File: src/rtl/cmp_timer_pkg.sv
package cmp_timer_pkg;
  typedef enum logic {
    MODE_PWM = 1'b0,
    MODE_PPG = 1'b1
  } tmr_mode_e;
endpackage

File: src/rtl/cmp_timer_counter.sv
module cmp_timer_counter
  import cmp_timer_pkg::*;
#(
  parameter int CNT_W = 16
) (
  input  logic             clk,
  input  logic             rst,
  input  logic             tick,
  input  logic             run,
  input  logic             sw_clr,
  input  tmr_mode_e        mode,
  input  logic             period_hit,
  output logic             step,
  output logic [CNT_W-1:0] nxt,
  output logic             wrap,
  output logic             restart_evt,
  output logic             ovf_pulse
);
  localparam logic [CNT_W-1:0] CNT_MAX = '1;

  logic [CNT_W-1:0] cnt_q;
  logic             pend_q;
  logic             ovf_q;
  logic             clr_now;

  assign step        = run & tick & ~sw_clr;
  assign clr_now     = (mode == MODE_PPG) & pend_q;
  assign nxt         = clr_now ? '0 : cnt_q + 1'b1;
  assign wrap        = step & ~clr_now & (cnt_q == CNT_MAX);
  assign restart_evt = step & clr_now;
  assign ovf_pulse   = ovf_q;

  always_ff @(posedge clk) begin
    if (rst) begin
      cnt_q  <= '0;
      pend_q <= 1'b0;
      ovf_q  <= 1'b0;
    end else begin
      ovf_q <= wrap;
      if (sw_clr) begin
        cnt_q  <= '0;
        pend_q <= 1'b0;
      end else if (step) begin
        cnt_q  <= nxt;
        pend_q <= period_hit;
      end
    end
  end

  // no step means the count holds
  p_hold_stopped_r1: assert property (@(posedge clk) disable iff (rst)
    ($past(!rst) && (!$past(run) || !$past(tick)) && !$past(sw_clr))
      |-> (cnt_q == $past(cnt_q)));

  // a step taken with a pending PPG clear lands on zero
  p_ppg_clear_r5: assert property (@(posedge clk) disable iff (rst)
    ($past(!rst) && $past(step) && $past(mode == MODE_PPG) && $past(pend_q))
      |-> (cnt_q == '0));

  // overflow is a single-cycle pulse
  p_ovf_single_r4: assert property (@(posedge clk) disable iff (rst)
    ovf_q |=> !ovf_q);
endmodule

File: src/rtl/cmp_timer_match.sv
module cmp_timer_match #(
  parameter int CNT_W = 16
) (
  input  logic             clk,
  input  logic             rst,
  input  logic             wr_en,
  input  logic [CNT_W-1:0] wr_data,
  input  logic             step,
  input  logic [CNT_W-1:0] nxt,
  output logic             hit,
  output logic             irq
);
  logic [CNT_W-1:0] cmp_q;
  logic             irq_q;

  assign hit = step & (nxt == cmp_q);
  assign irq = irq_q;

  always_ff @(posedge clk) begin
    if (rst) begin
      cmp_q <= '0;
      irq_q <= 1'b0;
    end else begin
      irq_q <= hit;
      if (wr_en) cmp_q <= wr_data;
    end
  end

  // a compare write alone never yields a match pulse
  p_write_no_match_r2: assert property (@(posedge clk) disable iff (rst)
    (wr_en && !step) |=> !irq_q);
endmodule

File: src/rtl/cmp_timer_outctl.sv
module cmp_timer_outctl
  import cmp_timer_pkg::*;
(
  input  logic      clk,
  input  logic      rst,
  input  logic      oe,
  input  logic      act_in,
  input  tmr_mode_e mode,
  input  logic      hit,
  input  logic      wrap,
  input  logic      restart_evt,
  output logic      pin
);
  logic lvl_q, lvl_d;
  logic act_q, act_new;
  logic pin_q, pin_d;
  logic set_evt;

  assign set_evt = (mode == MODE_PWM) ? wrap : restart_evt;

  always_comb begin
    if (!oe)          lvl_d = 1'b0;
    else if (hit)     lvl_d = 1'b0;
    else if (set_evt) lvl_d = 1'b1;
    else              lvl_d = lvl_q;
  end

  assign act_new = oe ? act_q : act_in;
  assign pin_d   = lvl_d ? act_new : ~act_new;
  assign pin     = pin_q;

  always_ff @(posedge clk) begin
    if (rst) begin
      lvl_q <= 1'b0;
      act_q <= 1'b1;
      pin_q <= 1'b0;
    end else begin
      lvl_q <= lvl_d;
      pin_q <= pin_d;
      if (!oe) act_q <= act_in;
    end
  end

  // a disabled pin shows the inverse of the requested level
  p_disabled_inverse_r8: assert property (@(posedge clk) disable iff (rst)
    ($past(!rst) && !$past(oe)) |-> (pin_q == !$past(act_in)));

  // the active level is frozen while enabled
  p_act_frozen_r10: assert property (@(posedge clk) disable iff (rst)
    ($past(!rst) && $past(oe)) |-> (act_q == $past(act_q)));

  // a match leaves the pin at the inactive level
  p_match_inactive_r6: assert property (@(posedge clk) disable iff (rst)
    ($past(!rst) && $past(hit)) |-> (pin_q == !act_q));
endmodule

File: src/rtl/cmp_timer_top.sv
module cmp_timer_top
  import cmp_timer_pkg::*;
#(
  parameter int CNT_W  = 16,
  parameter int NUM_CH = 2
) (
  input  logic              clk,
  input  logic              rst,
  input  logic              tick,
  input  logic              run,
  input  logic              clr_cnt,
  input  logic              mode_ppg,
  input  logic [NUM_CH-1:0] cmp_we,
  input  logic [CNT_W-1:0]  cmp_wdata,
  input  logic [NUM_CH-1:0] out_en,
  input  logic [NUM_CH-1:0] act_lvl,
  output logic [NUM_CH-1:0] tmr_out,
  output logic [NUM_CH-1:0] match_irq,
  output logic              ovf_irq
);
  tmr_mode_e         mode;
  logic              step;
  logic [CNT_W-1:0]  nxt;
  logic              wrap;
  logic              restart_evt;
  logic              period_hit;
  logic [NUM_CH-1:0] hit_v;

  assign mode       = tmr_mode_e'(mode_ppg);
  assign period_hit = hit_v[0] & (mode == MODE_PPG);

  cmp_timer_counter #(.CNT_W(CNT_W)) u_cnt (
    .clk         (clk),
    .rst         (rst),
    .tick        (tick),
    .run         (run),
    .sw_clr      (clr_cnt),
    .mode        (mode),
    .period_hit  (period_hit),
    .step        (step),
    .nxt         (nxt),
    .wrap        (wrap),
    .restart_evt (restart_evt),
    .ovf_pulse   (ovf_irq)
  );

  for (genvar k = 0; k < NUM_CH; k++) begin : g_ch
    cmp_timer_match #(.CNT_W(CNT_W)) u_match (
      .clk     (clk),
      .rst     (rst),
      .wr_en   (cmp_we[k]),
      .wr_data (cmp_wdata),
      .step    (step),
      .nxt     (nxt),
      .hit     (hit_v[k]),
      .irq     (match_irq[k])
    );

    cmp_timer_outctl u_out (
      .clk         (clk),
      .rst         (rst),
      .oe          (out_en[k]),
      .act_in      (act_lvl[k]),
      .mode        (mode),
      .hit         (hit_v[k]),
      .wrap        (wrap),
      .restart_evt (restart_evt),
      .pin         (tmr_out[k])
    );

    // every match pulse follows a counting step
    p_irq_after_step_r2: assert property (@(posedge clk) disable iff (rst)
      match_irq[k] |-> $past(run && tick && !clr_cnt));
  end
endmodule

File: config.mk
export PLATFORM = sky130hd
export DESIGN_NAME = cmp_timer_top
export DESIGN_NICKNAME = d
export VERILOG_FILES = /design/src/rtl/cmp_timer_pkg.sv /design/src/rtl/cmp_timer_counter.sv /design/src/rtl/cmp_timer_match.sv /design/src/rtl/cmp_timer_outctl.sv /design/src/rtl/cmp_timer_top.sv
export SDC_FILE = /design/constraint.sdc
export NUM_CORES = 1
export LEC_CHECK = 0
export BUFFER_PORTS_ARGS = -buffer_cell sky130_fd_sc_hd__buf_2
export CAP_MARGIN = 20
export CORE_UTILIZATION = 40
export CTS_BUF_LIST = sky130_fd_sc_hd__clkbuf_4
export CTS_CLUSTER_SIZE = 30
export DETAILED_ROUTE_END_ITERATION = 6
export PLACE_DENSITY = 0.61
export REMOVE_ABC_BUFFERS = 1
export SLEW_MARGIN = 5
export SYNTH_ARGS = -nofsm -noshare
export SYNTH_HDL_FRONTEND = slang
export SYNTH_HIERARCHICAL = 1
export SYNTH_SLANG_ARGS = --single-unit
File: constraint.sdc
create_clock -name clk -period 2.8 [get_ports clk]
set_input_delay 0.28 -clock clk [delete_from_list [all_inputs] [get_ports clk]]
set_output_delay 0.28 -clock clk [all_outputs]
set_load 0.005 [all_outputs]
==> flow_summary.rst <==
.. list-table::
   :header-rows: 1

   * - Metric
     - Value
   * - Result of the run
     - finished, final reports clean
   * - Via count normalized by instance count
     - 5.21
   * - Final Critical Period
     - 2.68 ns
   * - Worst-margin pin slew
     - 0.771 ns
   * - Max clock buf depth
     - 2
   * - Mean area per synthesized cell
     - 8.76 sq um
   * - GRT met2 Usage
     - 31.8%
   * - Finished Core Util
     - 50.1%
   * - Final net count
     - 416
   * - Global route total overflow
     - 0
   * - Number of remaining DRC errors
     - 0
   * - Final routed wirelength across all metal layers
     - 7100 um
   * - Number of buffers inserted by port buffering
     - 32
   * - Busiest metal layer after global routing
     - met2
   * - Peak supply drop
     - 0.248 mV
   * - Post-Syn Area
     - 0.00297 sq mm
   * - Unrepaired setup endpoints after global routing
     - yes
   * - Met1 layer usage reported by global route
     - 26.9%
   * - Effective utilization at floorplan
     - 41.2%
   * - Worst Skew
     - 0.0140 ns
   * - FFs w/ async S/R, synth
     - 0%
   * - Critical setup path kind
     - reg -> reg
   * - Half-perimeter wire length after detailed placement
     - 5020 um
   * - Via count of the first global-routing pass
     - 2471
   * - Crit Path Max Fanout
     - 4
   * - Placed Instances
     - 474
   * - Remaining antenna violation count
     - 0
   * - Max H-tree Level
     - 3
   * - Area growth from synthesis to layout
     - 21.7%
   * - Final hold violation count
     - 0
   * - GRT Util Overall
     - 20.3%
   * - Starting DRC count in detailed routing
     - 171
   * - Inserted Clock Buffers
     - 9
   * - Chip width
     - 88.2 um
   * - Total iterations of the first detailed-routing run
     - 4
   * - Root Driver
     - sky130_fd_sc_hd__clkbuf_4
   * - Initial antenna violation count
     - 0
   * - Last weighted congestion value of the routability-driven placer
     - 0.865
   * - Sequential element share of the synthesized area
     - 39.1%
   * - Boundary Pins
     - 33
   * - Cell leakage power
     - 0.00155 uW
   * - Global Route met3 Usage
     - 5.47%
   * - Total inserted antenna cells
     - 0
   * - Global-route wire length before repair
     - 11900 um
   * - Number of standard-cell rows in the floorplan
     - 31
   * - Predominant post-synthesis flop cell
     - sky130_fd_sc_hd__dfxtp_1
   * - Area of the core
     - 0.00721 sq mm
   * - Worst rel slew slack
     - 48.6%
   * - Wire per inst
     - 14.5 um
   * - Finish-stage setup viols
     - 0
   * - Yosys Warn Count
     - 6
   * - Total vias in the final route
     - 2560
   * - Number of distinct library cells after synthesis
     - 41
   * - Sink count of the clock tree
     - 58
   * - Die Span Y
     - 88.2 um
   * - Type of origin of the critical path
     - flop
   * - CTS tree
     - yes
   * - Count of mapped cells out of synthesis
     - 339
   * - Maxcap violations
     - 0
   * - Total power divided by cell area
     - 476 mW/mm^2
   * - Class of the tightest hold or removal check
     - in -> reg
   * - Number of hold-repair buffers added at the cts stage
     - 0
   * - Worst path arrival time
     - 3.02 ns
   * - Post-route fraction of the period consumed by the critical path
     - 95.8%
   * - Number of max-slew violations in the final report
     - 0
   * - Clock input transition at the sequential cells of the worst setup and hold paths
     - 0.11 ns
   * - Maximum clock rate
     - 0.373 GHz
   * - Endpoint kind of the worst setup timing path
     - flop
   * - Full die area
     - 0.00777 sq mm
   * - Critical Path RT
     - 3.14 ns
   * - Number of enable flip-flop cells after synthesis
     - 0
   * - Number of flip-flops and latches in the synthesized netlist
     - 58
   * - Number of standard cells in the layout, taps in and fillers out
     - 491
   * - Pin count of the biggest net entering global routing
     - 44
   * - Insertion delay to the later sink of the worst-skew pair
     - 0.41 ns
   * - Share of cells above drive strength 1
     - 25.5%
==> cells by family (layout without fill, tap and decap cells) <==
kind of cell / after synthesis / in the layout / synth area share, %
buffers and inverters: 23 / 76 / 3.37
AO/OA/AOI/OAI: 33 / 33 / 6.87
AND/OR/NAND/NOR: 140 / 140 / 23.8
flip-flops: 58 / 58 / 39.1
multiplexers: 38 / 38 / 12.8
adder cells (fa/ha/maj): 1 / 1 / 0.421
XOR/XNOR: 46 / 46 / 13.6
==> stage by stage <==
step	total power, uW	setup slack, ns	hold WS (ns)	TNS (ns)	area (sq um)
floorplan	977	0.0894	0.350	0	2890
global placement	1050	0.0800	0.452	0	3340
detailed placement	1060	-0.0285	0.467	-0.0413	3340
CTS	1740	0.00563	0.0880	0	3510
global route	1800	-0.0250	0.102	-0.0274	3620
finish	1720	0.118	0.115	0	3620
==> worst paths after layout <==
check | startpoint | to | slack (ns) | depth (start not counted)
max | u_cnt/cnt_q[1]$_SDFFE_PP0P_ | g_ch[1].u_out/pin$_SDFF_PP0_ | 0.12 | 12
min | cmp_wdata[0] | g_ch[0].u_match/cmp_q[0]$_SDFFE_PP0P_ | 0.11 | 3
max reg2reg | u_cnt/cnt_q[1]$_SDFFE_PP0P_ | g_ch[1].u_out/pin$_SDFF_PP0_ | 0.12 | 12
min reg2reg | u_cnt/pend_q$_SDFFE_PP0P_ | u_cnt/pend_q$_SDFFE_PP0P_ | 0.50 | 2
==> synthesized netlist by cell type (3+ instances only) <==
library cell / count / area, sq um
sky130_fd_sc_hd__clkbuf_1: 8 / 30.0
sky130_fd_sc_hd__mux2i_1: 37 / 370
sky130_fd_sc_hd__or4_1: 3 / 22.5
sky130_fd_sc_hd__nor3_1: 8 / 40.0
sky130_fd_sc_hd__nand2_1: 21 / 78.8
sky130_fd_sc_hd__nand4_1: 8 / 50.1
sky130_fd_sc_hd__nor4_1: 10 / 62.6
sky130_fd_sc_hd__buf_2: 4 / 20.0
sky130_fd_sc_hd__buf_1: 4 / 15.0
sky130_fd_sc_hd__dfxtp_1: 58 / 1160
sky130_fd_sc_hd__a21oi_1: 16 / 80.1
sky130_fd_sc_hd__and2_1: 5 / 31.3
sky130_fd_sc_hd__xor2_1: 29 / 254
sky130_fd_sc_hd__inv_1: 4 / 15.0
sky130_fd_sc_hd__xnor2_1: 17 / 149
sky130_fd_sc_hd__or3_1: 5 / 31.3
sky130_fd_sc_hd__o21ai_0: 7 / 35.0
sky130_fd_sc_hd__o311ai_0: 3 / 26.3
sky130_fd_sc_hd__nor2_1: 55 / 206
sky130_fd_sc_hd__nand3_1: 5 / 25.0
==> placed cells by master (no fill, tap or decap), types with 3 or more instances in the layout <==
master,instances
sky130_fd_sc_hd__a21oi_1,16
sky130_fd_sc_hd__and2_1,5
sky130_fd_sc_hd__buf_2,32
sky130_fd_sc_hd__buf_4,24
sky130_fd_sc_hd__clkbuf_4,10
sky130_fd_sc_hd__dfxtp_1,52
sky130_fd_sc_hd__dfxtp_2,6
sky130_fd_sc_hd__inv_1,4
sky130_fd_sc_hd__mux2i_1,37
sky130_fd_sc_hd__nand2_1,21
sky130_fd_sc_hd__nand3_1,4
sky130_fd_sc_hd__nand4_1,8
sky130_fd_sc_hd__nor2_1,49
sky130_fd_sc_hd__nor2_2,5
sky130_fd_sc_hd__nor3_1,8
sky130_fd_sc_hd__nor4_1,5
sky130_fd_sc_hd__nor4_2,5
sky130_fd_sc_hd__o21ai_0,6
sky130_fd_sc_hd__o311ai_0,3
sky130_fd_sc_hd__or3_1,5
sky130_fd_sc_hd__or4_1,3
sky130_fd_sc_hd__xnor2_1,17
sky130_fd_sc_hd__xor2_1,28
==> what timing repair did <==
item | CTS | global route
pin swaps | 0 | 16
endpoints found under the setup margin | 4 | 6
setup buffers | 0 | 1
resized for setup | 2 | 24
==> report_power, final <==
| group | total (uW) | leakage [uW] | switching [uW] | internal [uW] |
|---|---|---|---|---|
| clock network | 680 | 0.0000838 | 314 | 366 |
| registers | 877 | 0.000478 | 20.7 | 856 |
| logic | 163 | 0.000990 | 87.2 | 76.3 |
| total | 1720 | 0.00155 | 422 | 1300 |
==> final cells by class <==
cell class | count | area, sq um
flip-flops and latches | 58 | 1170
multi-input cells | 258 | 1810
fillers | 731 | 3600
repair buffers | 56 | 340
clock inverters | 6 | 81.3
well taps | 99 | 124
clock buffers | 10 | 75.1
inverters | 4 | 15.0
==> routing by layer <==
layer | vias to the layer above | part of all wire [%]
met4 | 0 | 1.7
met3 | 13 | 4.8
met1 | 1209 | 48
met5 | - | 0
li1 | 1274 | -
met2 | 64 | 46
==> flip-flops by register name (all words and copies together), names as in the netlist <==
register	flops
u_cnt/pend_q	1
u_cnt/cnt_q	16
u_cnt/ovf_pulse	1
g_ch.u_out/act_q	2
g_ch.u_out/pin	2
g_ch.u_match/cmp_q	32
g_ch.u_out/lvl_q	2
g_ch.u_match/irq	2
==> worst max-delay path, stage by stage, from the launching register on <==
cell                       delay [ns]
sky130_fd_sc_hd__dfxtp_2         0.36
sky130_fd_sc_hd__ha_4            0.15
sky130_fd_sc_hd__nand3_4         0.08
sky130_fd_sc_hd__or4_4           0.59
sky130_fd_sc_hd__xor2_4          0.19
sky130_fd_sc_hd__nor2_4          0.14
sky130_fd_sc_hd__xor2_1          0.15
sky130_fd_sc_hd__nor4_1          0.07
sky130_fd_sc_hd__nand4_1         0.14
sky130_fd_sc_hd__nor2_2          0.06
sky130_fd_sc_hd__or2b_1          0.23
sky130_fd_sc_hd__a2111o_1        0.38
sky130_fd_sc_hd__o21ai_0         0.07
Note: power is estimated with default switching activity, not from simulation.
